## src/rtl/sem_pkg.sv

```systemverilog
package sem_pkg;

    parameter int DATA_W = 32;
    parameter int ID_W   = 12;
    parameter int ADDR_W = 24;
    parameter int N_PORTS = 2;
    parameter logic [ADDR_W-1:0] SEM_ADDR = 24'h10_0500;

    localparam int PAD_W = DATA_W - ID_W;

    typedef logic [ID_W-1:0] sem_id_t;

    // Decoded view of one port's access in one cycle.
    typedef struct packed {
        logic    wr_hit;
        logic    rd_hit;
        sem_id_t id;
    } sem_op_t;

    // Conditional update rule for a single write.
    function automatic sem_id_t sem_next(input sem_id_t cur, input sem_id_t wval);
        sem_id_t res;
        if (cur == '0) begin
            res = wval;
        end else if (wval == '0) begin
            res = '0;
        end else begin
            res = cur;
        end
        return res;
    endfunction

    function automatic logic [DATA_W-1:0] sem_extend(input sem_id_t v);
        return {{PAD_W{1'b0}}, v};
    endfunction

endpackage

```

## src/rtl/sem_decode.sv

```systemverilog
module sem_decode
    import sem_pkg::*;
#(
    parameter int AW = ADDR_W,
    parameter logic [AW-1:0] MATCH = SEM_ADDR
) (
    input  logic          wr,
    input  logic          rd,
    input  logic [AW-1:0] addr,
    input  sem_id_t       wid,
    output sem_op_t       op
);

    logic hit;

    always_comb begin
        hit       = (addr == MATCH);
        op.wr_hit = wr && hit;
        op.rd_hit = rd && hit;
        op.id     = wid;
    end

endmodule

```

## src/rtl/sem_chain.sv

```systemverilog
module sem_chain
    import sem_pkg::*;
#(
    parameter int NP = N_PORTS
) (
    input  sem_id_t             cur,
    input  logic [NP-1:0]       wr_hit,
    input  logic [NP-1:0][ID_W-1:0] wr_id,
    output sem_id_t             nxt
);

    // Writes are applied in port-index order; each stage sees the
    // result of the stages before it.
    sem_id_t stage [NP+1];

    assign stage[0] = cur;

    for (genvar i = 0; i < NP; i++) begin : g_stage
        assign stage[i+1] = wr_hit[i] ? sem_next(stage[i], wr_id[i]) : stage[i];
    end

    assign nxt = stage[NP];

endmodule

```

## src/rtl/sem_store.sv

```systemverilog
module sem_store
    import sem_pkg::*;
(
    input  logic    clk,
    input  logic    rst,
    input  sem_id_t d,
    output sem_id_t q
);

    always_ff @(posedge clk) begin
        if (rst) begin
            q <= '0;
        end else begin
            q <= d;
        end
    end

endmodule

```

## src/rtl/sem_assist.sv

```systemverilog
module sem_assist
    import sem_pkg::*;
(
    input  logic              clk,
    input  logic              rst,
    input  logic [ADDR_W-1:0] loc_addr,
    input  logic              loc_wr,
    input  logic [DATA_W-1:0] loc_wdata,
    input  logic              loc_rd,
    output logic [DATA_W-1:0] loc_rdata,
    input  logic [ADDR_W-1:0] ext_addr,
    input  logic              ext_wr,
    input  logic [DATA_W-1:0] ext_wdata,
    input  logic              ext_rd,
    output logic [DATA_W-1:0] ext_rdata
);

    localparam int P_LOC = 0;
    localparam int P_EXT = 1;

    // Port index order is the write priority order.
    logic [N_PORTS-1:0]              p_wr;
    logic [N_PORTS-1:0]              p_rd;
    logic [N_PORTS-1:0][ADDR_W-1:0]  p_addr;
    logic [N_PORTS-1:0][ID_W-1:0]    p_wid;
    logic [N_PORTS-1:0][DATA_W-1:0]  p_rdata;
    sem_op_t                         ops [N_PORTS];
    logic [N_PORTS-1:0]              wr_hit;
    logic [N_PORTS-1:0][ID_W-1:0]    wr_id;

    sem_id_t sem_q;
    sem_id_t sem_d;

    always_comb begin
        p_wr[P_LOC]   = loc_wr;
        p_rd[P_LOC]   = loc_rd;
        p_addr[P_LOC] = loc_addr;
        p_wid[P_LOC]  = loc_wdata[ID_W-1:0];
        p_wr[P_EXT]   = ext_wr;
        p_rd[P_EXT]   = ext_rd;
        p_addr[P_EXT] = ext_addr;
        p_wid[P_EXT]  = ext_wdata[ID_W-1:0];
    end

    for (genvar i = 0; i < N_PORTS; i++) begin : g_port
        sem_decode #(.AW(ADDR_W), .MATCH(SEM_ADDR)) u_dec (
            .wr   (p_wr[i]),
            .rd   (p_rd[i]),
            .addr (p_addr[i]),
            .wid  (p_wid[i]),
            .op   (ops[i])
        );
        assign wr_hit[i]  = ops[i].wr_hit;
        assign wr_id[i]   = ops[i].id;
        assign p_rdata[i] = ops[i].rd_hit ? sem_extend(sem_q) : '0;
    end

    sem_chain #(.NP(N_PORTS)) u_chain (
        .cur    (sem_q),
        .wr_hit (wr_hit),
        .wr_id  (wr_id),
        .nxt    (sem_d)
    );

    sem_store u_store (
        .clk (clk),
        .rst (rst),
        .d   (sem_d),
        .q   (sem_q)
    );

    assign loc_rdata = p_rdata[P_LOC];
    assign ext_rdata = p_rdata[P_EXT];

endmodule

```

## config.mk

```make
export PLATFORM = sky130hd
export DESIGN_NAME = sem_assist
export DESIGN_NICKNAME = d
export VERILOG_FILES = /design/src/rtl/sem_pkg.sv /design/src/rtl/sem_decode.sv /design/src/rtl/sem_chain.sv /design/src/rtl/sem_store.sv /design/src/rtl/sem_assist.sv
export SDC_FILE = /design/constraint.sdc
export NUM_CORES = 1
export LEC_CHECK = 0
export ABC_AREA = 1
export BUFFER_PORTS_ARGS = -buffer_cell sky130_fd_sc_hd__buf_2
export CORE_ASPECT_RATIO = 0.7
export CORE_MARGIN = 5
export CORE_UTILIZATION = 32
export DETAILED_ROUTE_END_ITERATION = 8
export GPL_TIMING_DRIVEN = 0
export HOLD_SLACK_MARGIN = 0.02
export PLACE_DENSITY = 0.85
export SETUP_SLACK_MARGIN = 0.4
export SYNTH_ARGS = -nofsm -noshare
export SYNTH_HDL_FRONTEND = slang
export SYNTH_SLANG_ARGS = --single-unit
```

## constraint.sdc

```tcl
create_clock -name clk -period 1.7 [get_ports clk]
set_input_delay 0.34 -clock clk [delete_from_list [all_inputs] [get_ports clk]]
set_output_delay 0.34 -clock clk [all_outputs]
set_load 0.05 [all_outputs]
```

## Word level (Yosys, flattened, before mapping)

Cells that the tools add are included.

| word-level totals | value |
|---|---|
| register bits after elaboration | 12 |
| input port bits | 118 |
| output and inout bits | 64 |
| word-level logic and storage cells | 19 |

| cells by class | value |
|---|---|
| equal/unequal tests | 2 |
| mux-type cells | 8 |
| reduce and logical (&&, ||, !) cells | 8 |

Operators with widths:

| kind | count |
|---|---|
| $mux 12 | 8 |
| $eq 24x21->1 const B | 2 |
| $logic_not 12->1 | 4 |
| $logic_and 1x1->1 | 4 |

## Longest topological paths before layout

Gate-level depths: netlist of the first run.

| depth | value |
|---|---|
| depth after elaboration | 7 |
| mapped depth | 16 |

## Modules after synthesis

Synthesis of the first run repeated with hierarchy kept, for this count alone.

| unflattened totals | value |
|---|---|
| cell total of the unflattened synthesis | 331 |
| area total of the unflattened synthesis | 1814.2 µm² |

Modules (own cells, without submodules):

| module | instances | cells each | area an instance (µm²) |
|---|---|---|---|
| sem_chain | 1 | 123 | 570.5 |
| sem_assist | 1 | 91 | 506.7 |
| sem_decode | 2 | 40 | 197.7 |
| sem_store | 1 | 37 | 341.6 |

## Worst setup path after synthesis of the first run

No wires, ideal clock.

| path | value |
|---|---|
| path kind | in2out |
| start | input port ext_addr[19] |
| end | output port ext_rdata[10] |
| data arrival time | 1745 ps |
| required time | 1360 ps |
| path slack | -385 ps |
| cell stages on the path | 6 |
| path buffers | 1 |
| cell sequence | nor2_1 nand2_1 nor4_1 nand4_1 clkbuf_1 nor2_1 |

| between the ends | value |
|---|---|
| word-level cells in the longest chain between the ends | 3 |

RTL lines:

| what | RTL line | RTL |
|---|---|---|
| start, declared | sem_assist.sv:11 | `input logic [ADDR_W-1:0] ext_addr,` |
| $eq 24x21->1 | sem_decode.sv:17 | `hit = (addr == MATCH);` |
| $logic_and 1x1->1 | sem_decode.sv:19 | `op.rd_hit = rd && hit;` |
| $mux 12 | sem_assist.sv:55 | `assign p_rdata[i] = ops[i].rd_hit ? sem_extend(sem_q) : '0;` |
| end, declared | sem_assist.sv:15 | `output logic [DATA_W-1:0] ext_rdata` |

Every way passes these cells.

## Worst setup path in the final report of the first run

| path | value |
|---|---|
| start | register u_store.q[9] |
| end | register u_store.q[9] |

| between the ends | value |
|---|---|
| word-level cells in the longest chain between the ends | 6 |

RTL lines:

| what | RTL line | RTL |
|---|---|---|
| start, declared | sem_store.sv:7 | `output sem_id_t q` |
| start signal, assigned | sem_store.sv:12 | `q <= '0;` |
| start signal, assigned | sem_store.sv:14 | `q <= d;` |
| $logic_not 12->1 or $mux 12 (tied branches) | sem_pkg.sv:23, sem_pkg.sv:25 |  |
| $mux 12 | sem_pkg.sv:23 | `if (cur == '0) begin` |
| $mux 12 * | sem_chain.sv:19 | `assign stage[i+1] = wr_hit[i] ? sem_next(stage[i], wr_id[i]) : stage[i];` |
| $logic_not 12->1 or $mux 12 (tied branches) | sem_pkg.sv:23, sem_pkg.sv:25 |  |
| $mux 12 | sem_pkg.sv:23 |  |
| $mux 12 * | sem_chain.sv:19 |  |

Every way passes the cells marked *; elsewhere a longest branch is shown, timed or not.
A chain may end at the register's enable or synchronous reset.

==> results of run 1 <==
cells in the mapped netlist:
cell / count / area, um^2
nand2_1: 77 / 289.0
nor2_1: 63 / 236.5
buf_4: 41 / 307.8
nand3_1: 37 / 185.2
inv_1: 20 / 75.07
dfxtp_1: 12 / 240.2
a21oi_1: 9 / 45.04
nor2_2: 6 / 37.54
buf_6: 5 / 56.30
nand4_1: 4 / 25.02
nor4_1: 4 / 25.02
a21oi_2: 3 / 26.28
buf_2: 3 / 15.01
nand2_2: 3 / 18.77
nand3_2: 3 / 30.03
clkbuf_1: 2 / 7.510
and2_0: 1 / 6.260
conb_1: 1 / 3.750
dlygate4sd3_1: 1 / 10.01
inv_2: 1 / 3.750
nand4_2: 1 / 12.51
nor3_2: 1 / 10.01
routing by layer:
metal | vias to the layer above | part of all wire [%] | wire length, um | GRT usage (%)
met5 | - | 0 | 0 | 0
met4 | 0 | 3.2 | 260 | 5.678
met3 | 27 | 9.1 | 738 | 1.722
met2 | 146 | 50 | 4087 | 35.42
met1 | 1108 | 37 | 3015 | 25.93
li1 | 1223 | - | - | -
cell families after synthesis:
logic type / synth area share, %
AOI/OAI and AO/OA: 4.279
buffers and inverters: 28.53
DFF: 14.41
other: 0.2250
and+or+nand+nor: 52.55
area by class of cell:
cell class | count | area [um^2] | share of cell area [%]
buffer | 52 | 441.7 | 11.93
multi-input combinational | 252 | 1609 | 43.46
tap | 72 | 90.09 | 2.433
sequential | 12 | 256.5 | 6.928
timing repair buffer | 141 | 1180 | 31.87
inverter | 21 | 83.83 | 2.264
clock buffer | 3 | 41.29 | 1.115
final timing paths:
path                   to          from  slack [ns]
min reg2reg  u_store.q[8]  u_store.q[8]        0.77
max          u_store.q[9]  u_store.q[9]       -0.21
min          u_store.q[5]           rst        0.30
max reg2reg  u_store.q[9]  u_store.q[9]       -0.21
report_power, final:
part	switching [W]	internal [W]
sequential	0.0000000000298	0.000280
combinational	0.000304	0.000185
clock	0.000104	0.000156
timing repair:
action                     4_1_cts  5_1_grt
buffers inserted                24        9
cloned                           7        0
pin swaps                       36       41
resized for setup              122       84
setup endpoints to repair       36       36
metrics by stage:
step,cell area [um^2],hold WS (ns)
floorplan,2041,0.4091
global placement,2636,0.5275
detailed placement,2636,0.5383
CTS,3332,0.2875
global route,3702,0.3099
finish,3702,0.2961
==> impl_metrics.ini, run 1 <==
[status]
status = finished with violations
violations = setup timing

[grt]
grt_pass1_vias = 2384
grtUsageTotal_pct = 20.21
grt_start_max_net_pins = 11
grt_pass1_wl_um = 11030
gr-total-overflow = 0
antenna_found_initial = 0

[detailed_routing]
final_antenna_net_count = 0
first_pass_iters = 4
via_per_inst = 4.528
route.vias.total = 2504
drt_wl_total_um = 8102
drc_errors = 0
wl_per_cell_um = 14.65
drt_iter0_markers = 109

[timing]
worstMarginPinSlew_ns = 0.5969
period_minus_slack_ns = 1.911
setup-violations-final = 36
fin_tns_setup_ns = -3.803
relSlewSlack_pct = 60.08
fin_skew_ns = 0.006262
rsz0062_at_grt = true
hold_violations = 0
finalMaxSlewViolations = 0
timing.final.ws_setup_ns = -0.2111
post-route-period-util_pct = 112.4
max_freq_mhz = 523.3

[min_path]
min_path_type = input pin to flop
min_path_cells = 2

[floorplan]
fp.dieArea_um2 = 6774
start_util_pct = 32.38
die_h_um = 70.38
row_count = 22
fp.dieW_um = 96.26
io-pin-count = 182
core_area_um2 = 5147

[clock_tree]
numCtsBuffers = 3
cts_tree = done
postCtsHoldBufs = 0
clkLatencyLatePin_ns = 0.24
cts_buffer_depth = 2
ctsHtreeMaxLevel = 1
cts_root_buffer = clkbuf_8
cts_sinks = 12
clkTransAtPathRegs_ns = 0.05

[cells_and_area]
drive_gt1_share_pct = 68.61
largest_reg_flops = 12
largest_registers = u_store.q: 12 flops
antenna_cells = 0
mostFrequentLayoutCell = buf_4
finalNetCount = 601
fin_cells = 553
area_growth_pct = 122.1
nFillCells = 350
layout_common_cells = buf_4 (70), buf_2 (59), buf_6 (48)
final_core_util_pct = 71.93
top_register = u_store.q

[pwr]
p_per_area_nw_per_um2 = 277.7
leakage_nw = 1.741
ir_drop_mv = 0.2070
p_total_w = 0.001028

[synthesis]
synth_seq_area_share_pct = 14.41
ys_seq_elements = 12
synth_cells = 298
synthDistinctLibCells = 22
ys_warn_count = 0
synth_area_um2 = 1667
avgSynthCellArea_um2 = 5.593

[critical_path]
cp_top_family = simple AND/OR/NAND/NOR gates
reg2regPathDepth = 15
worstPathCellList = inv_4, nand2_4, nor3_4, buf_6, nand3_1, nand2_1, nand2_1, nand2_2, nor2_2, nand2_2, nor2_4, nand2_4, buf_6, nand3_2, a21oi_2
crit_path_top_delay_cell = dfxtp_4
path_buf_inv = 3
cp-start-kind = flop
worstSetupPathDepth = 15
end_kind = flop
critical_path.max_fanout = 5
worstSetupPathType = flop to flop
cpPeakStageDelay_ns = 0.36
cp.required_ns = 1.87
cp.arrival_ns = 2.08

[run]
drv_cap = 0

[place]
gp_congestion = 0.8742
dpl.hpwl_um = 4968
dpl.cell_count = 510
dp_slack_ns = -0.4126
io_buffer_count = 101
Note: power is estimated with default switching activity, not from simulation.
==> run 2, diff against run 1 <==
--- a/config.mk
+++ b/config.mk
@@ -8,7 +8,7 @@
 export ABC_AREA = 1
 export BUFFER_PORTS_ARGS = -buffer_cell sky130_fd_sc_hd__buf_2
 export CORE_ASPECT_RATIO = 0.7
-export CORE_MARGIN = 5
+export CORE_MARGIN = 8
 export CORE_UTILIZATION = 32
 export DETAILED_ROUTE_END_ITERATION = 8
 export GPL_TIMING_DRIVEN = 0
==> run 2 against run 1 <==
  * The flow still finishes with violations (setup timing)
  * Final cell count rose by 1.6%
  * Global-route usage is 2.1 points lower
  * Critical path depth did not move
  * Die area increased by 15%
  * Non-clock buffer count is 9 higher
==> impl_metrics.ini, run 2 (same netlist as run 1, synthesis figures left out) <==
[cells_and_area]
layout_common_cells = buf_4 (75), buf_2 (62), buf_6 (53)
largest_registers = u_store.q: 12 flops
antenna_cells = 0
drive_gt1_share_pct = 71.22
largest_reg_flops = 12
finalNetCount = 610
final_core_util_pct = 75.02
mostFrequentLayoutCell = buf_4
top_register = u_store.q
area_growth_pct = 130.5

[critical_path]
cp-start-kind = input pin
critical_path.max_fanout = 5
cp.arrival_ns = 2.02
crit_top_cell = nand2_2
cpPeakStageDelay_ns = 0.18
cp_top_family = simple AND/OR/NAND/NOR gates
cp.required_ns = 1.80
worstPathCellList = buf_2, nor2_2, nand2_2, nor2_4, nand4_4, buf_6, nand2_2, nand2_2, nor2_2, nand2_2, nor2_4, nand2_4, buf_6, nand3_2, a21oi_2
worstSetupPathType = input pin to flop
crit_path_top_delay_cell = nor2_4
end_kind = flop
path_buf_inv = 3

[timing]
setup-violations-final = 35
max_freq_mhz = 521.9
fin_tns_setup_ns = -5.358
period_minus_slack_ns = 1.916
timing.final.ws_setup_ns = -0.2161
fin_skew_ns = 0.001585
post-route-period-util_pct = 112.7
hold_violations = 0
rsz0062_at_grt = true
worstMarginPinSlew_ns = 0.5922
relSlewSlack_pct = 60.39
finalMaxSlewViolations = 0

[clock_tree]
cts_root_buffer = clkbuf_8
cts_tree = done
numCtsBuffers = 3
cts_buffer_depth = 2
clkLatencyLatePin_ns = 0.24
cts_sinks = 12
clkTransAtPathRegs_ns = 0.05
ctsHtreeMaxLevel = 1
postCtsHoldBufs = 0

[floorplan]
fp.dieArea_um2 = 7810
io-pin-count = 182
core_area_um2 = 5120
start_util_pct = 32.55
fp.dieW_um = 102.3
die_h_um = 76.38
row_count = 22

[pwr]
internal-power_w = 0.0006044
leakage_nw = 1.803
switchingPower_w = 0.0004015
swShare_pct = 39.92
clockPowerShare_pct = 25.3
seq_power_share_pct = 26.9
ir_drop_mv = 0.1599
p_per_area_nw_per_um2 = 261.9
power_frac_comb_pct = 47.8

[min_path]
min_path_type = input pin to flop

[detailed_routing]
wl_per_cell_um = 15.57
drc_errors = 0
met2WireLength_um = 4623
first_pass_iters = 4
drt_iter0_markers = 84
drt_wl_total_um = 8750
met1Wirelength_um = 3368
final_antenna_net_count = 0
route.vias.total = 2533
wl_met3_um = 582
via_per_inst = 4.507
highest_layer = met4

[grt]
grt_pass1_vias = 2356
gr-total-overflow = 0
grt_pass1_wl_um = 11470
grtUsageTotal_pct = 18.08
antenna_found_initial = 0
grt_start_max_net_pins = 11

[place]
dpl.hpwl_um = 5413
io_buffer_count = 101
gp_congestion = 0.8633
dp_slack_ns = -0.4349

[run]
drv_cap = 0

[status]
status = finished with violations
violations = setup timing
-- run 2: cell count changes in the layout (fill, tap and decap cells not counted), sizes merged --
| cell | delta |
|---|---|
| buf | +8 |
| clkbuf | +1 |
-- run 2: what timing repair did --
action | in CTS | in global routing
gates resized for setup | 135 | 91
setup buffers | 23 | 16
pin swaps | 32 | 53
endpoints found under the hold margin | 0 | 0
endpoints found under the setup margin | 36 | 36
cloned | 5 | 5
-- run 2: stage by stage --
step	power, W	cell area [um^2]	hold slack [ns]	cells
after floorplan	0.0005962	2041	0.4091	337
after global placement	0.0006978	2636	0.5288	510
after detailed placement	0.0007019	2636	0.5395	510
after CTS	0.0009693	3359	0.2885	541
after global routing	0.001049	3841	0.2903	562
final	0.001006	3841	0.2965	562
-- run 2: cell type report --
class,count,area [um^2]
buffer,52,450.4
multi-input combinational,252,1670
clock buffer,3,41.29
timing repair buffer,150,1230
tap,72,90.09
fill,359,1279
sequential,12,272.8
inverter,21,86.33
-- run 2: routing by layer --
metal | vias to the layer above | GRT usage (%)
met2 | 114 | 32.75
met4 | 0 | 4.526
met5 | - | 0
met3 | 15 | 2.737
li1 | 1241 | -
met1 | 1163 | 21.23
-- run 2: power groups by stage --
stage | Clock [W] | Combinational [W] | Sequential, W
floorplan | 0 | 0.000309 | 0.000287
global placement | 0 | 0.000410 | 0.000287
detailed placement | 0 | 0.000414 | 0.000287
CTS | 0.000256 | 0.000438 | 0.000275
global route | 0.000273 | 0.000506 | 0.000270
finish | 0.000254 | 0.000481 | 0.000271
-- run 2: final timing paths --
kind / startpoint / endpoint / slack [ns] / cells past startpoint
worst min register to register: u_store.q[9] / u_store.q[9] / 0.74 / 5
worst max register to register: u_store.q[4] / u_store.q[8] / -0.21 / 15
worst min-delay path: rst / u_store.q[5] / 0.30 / 2
worst max-delay path: loc_addr[11] / u_store.q[7] / -0.22 / 15
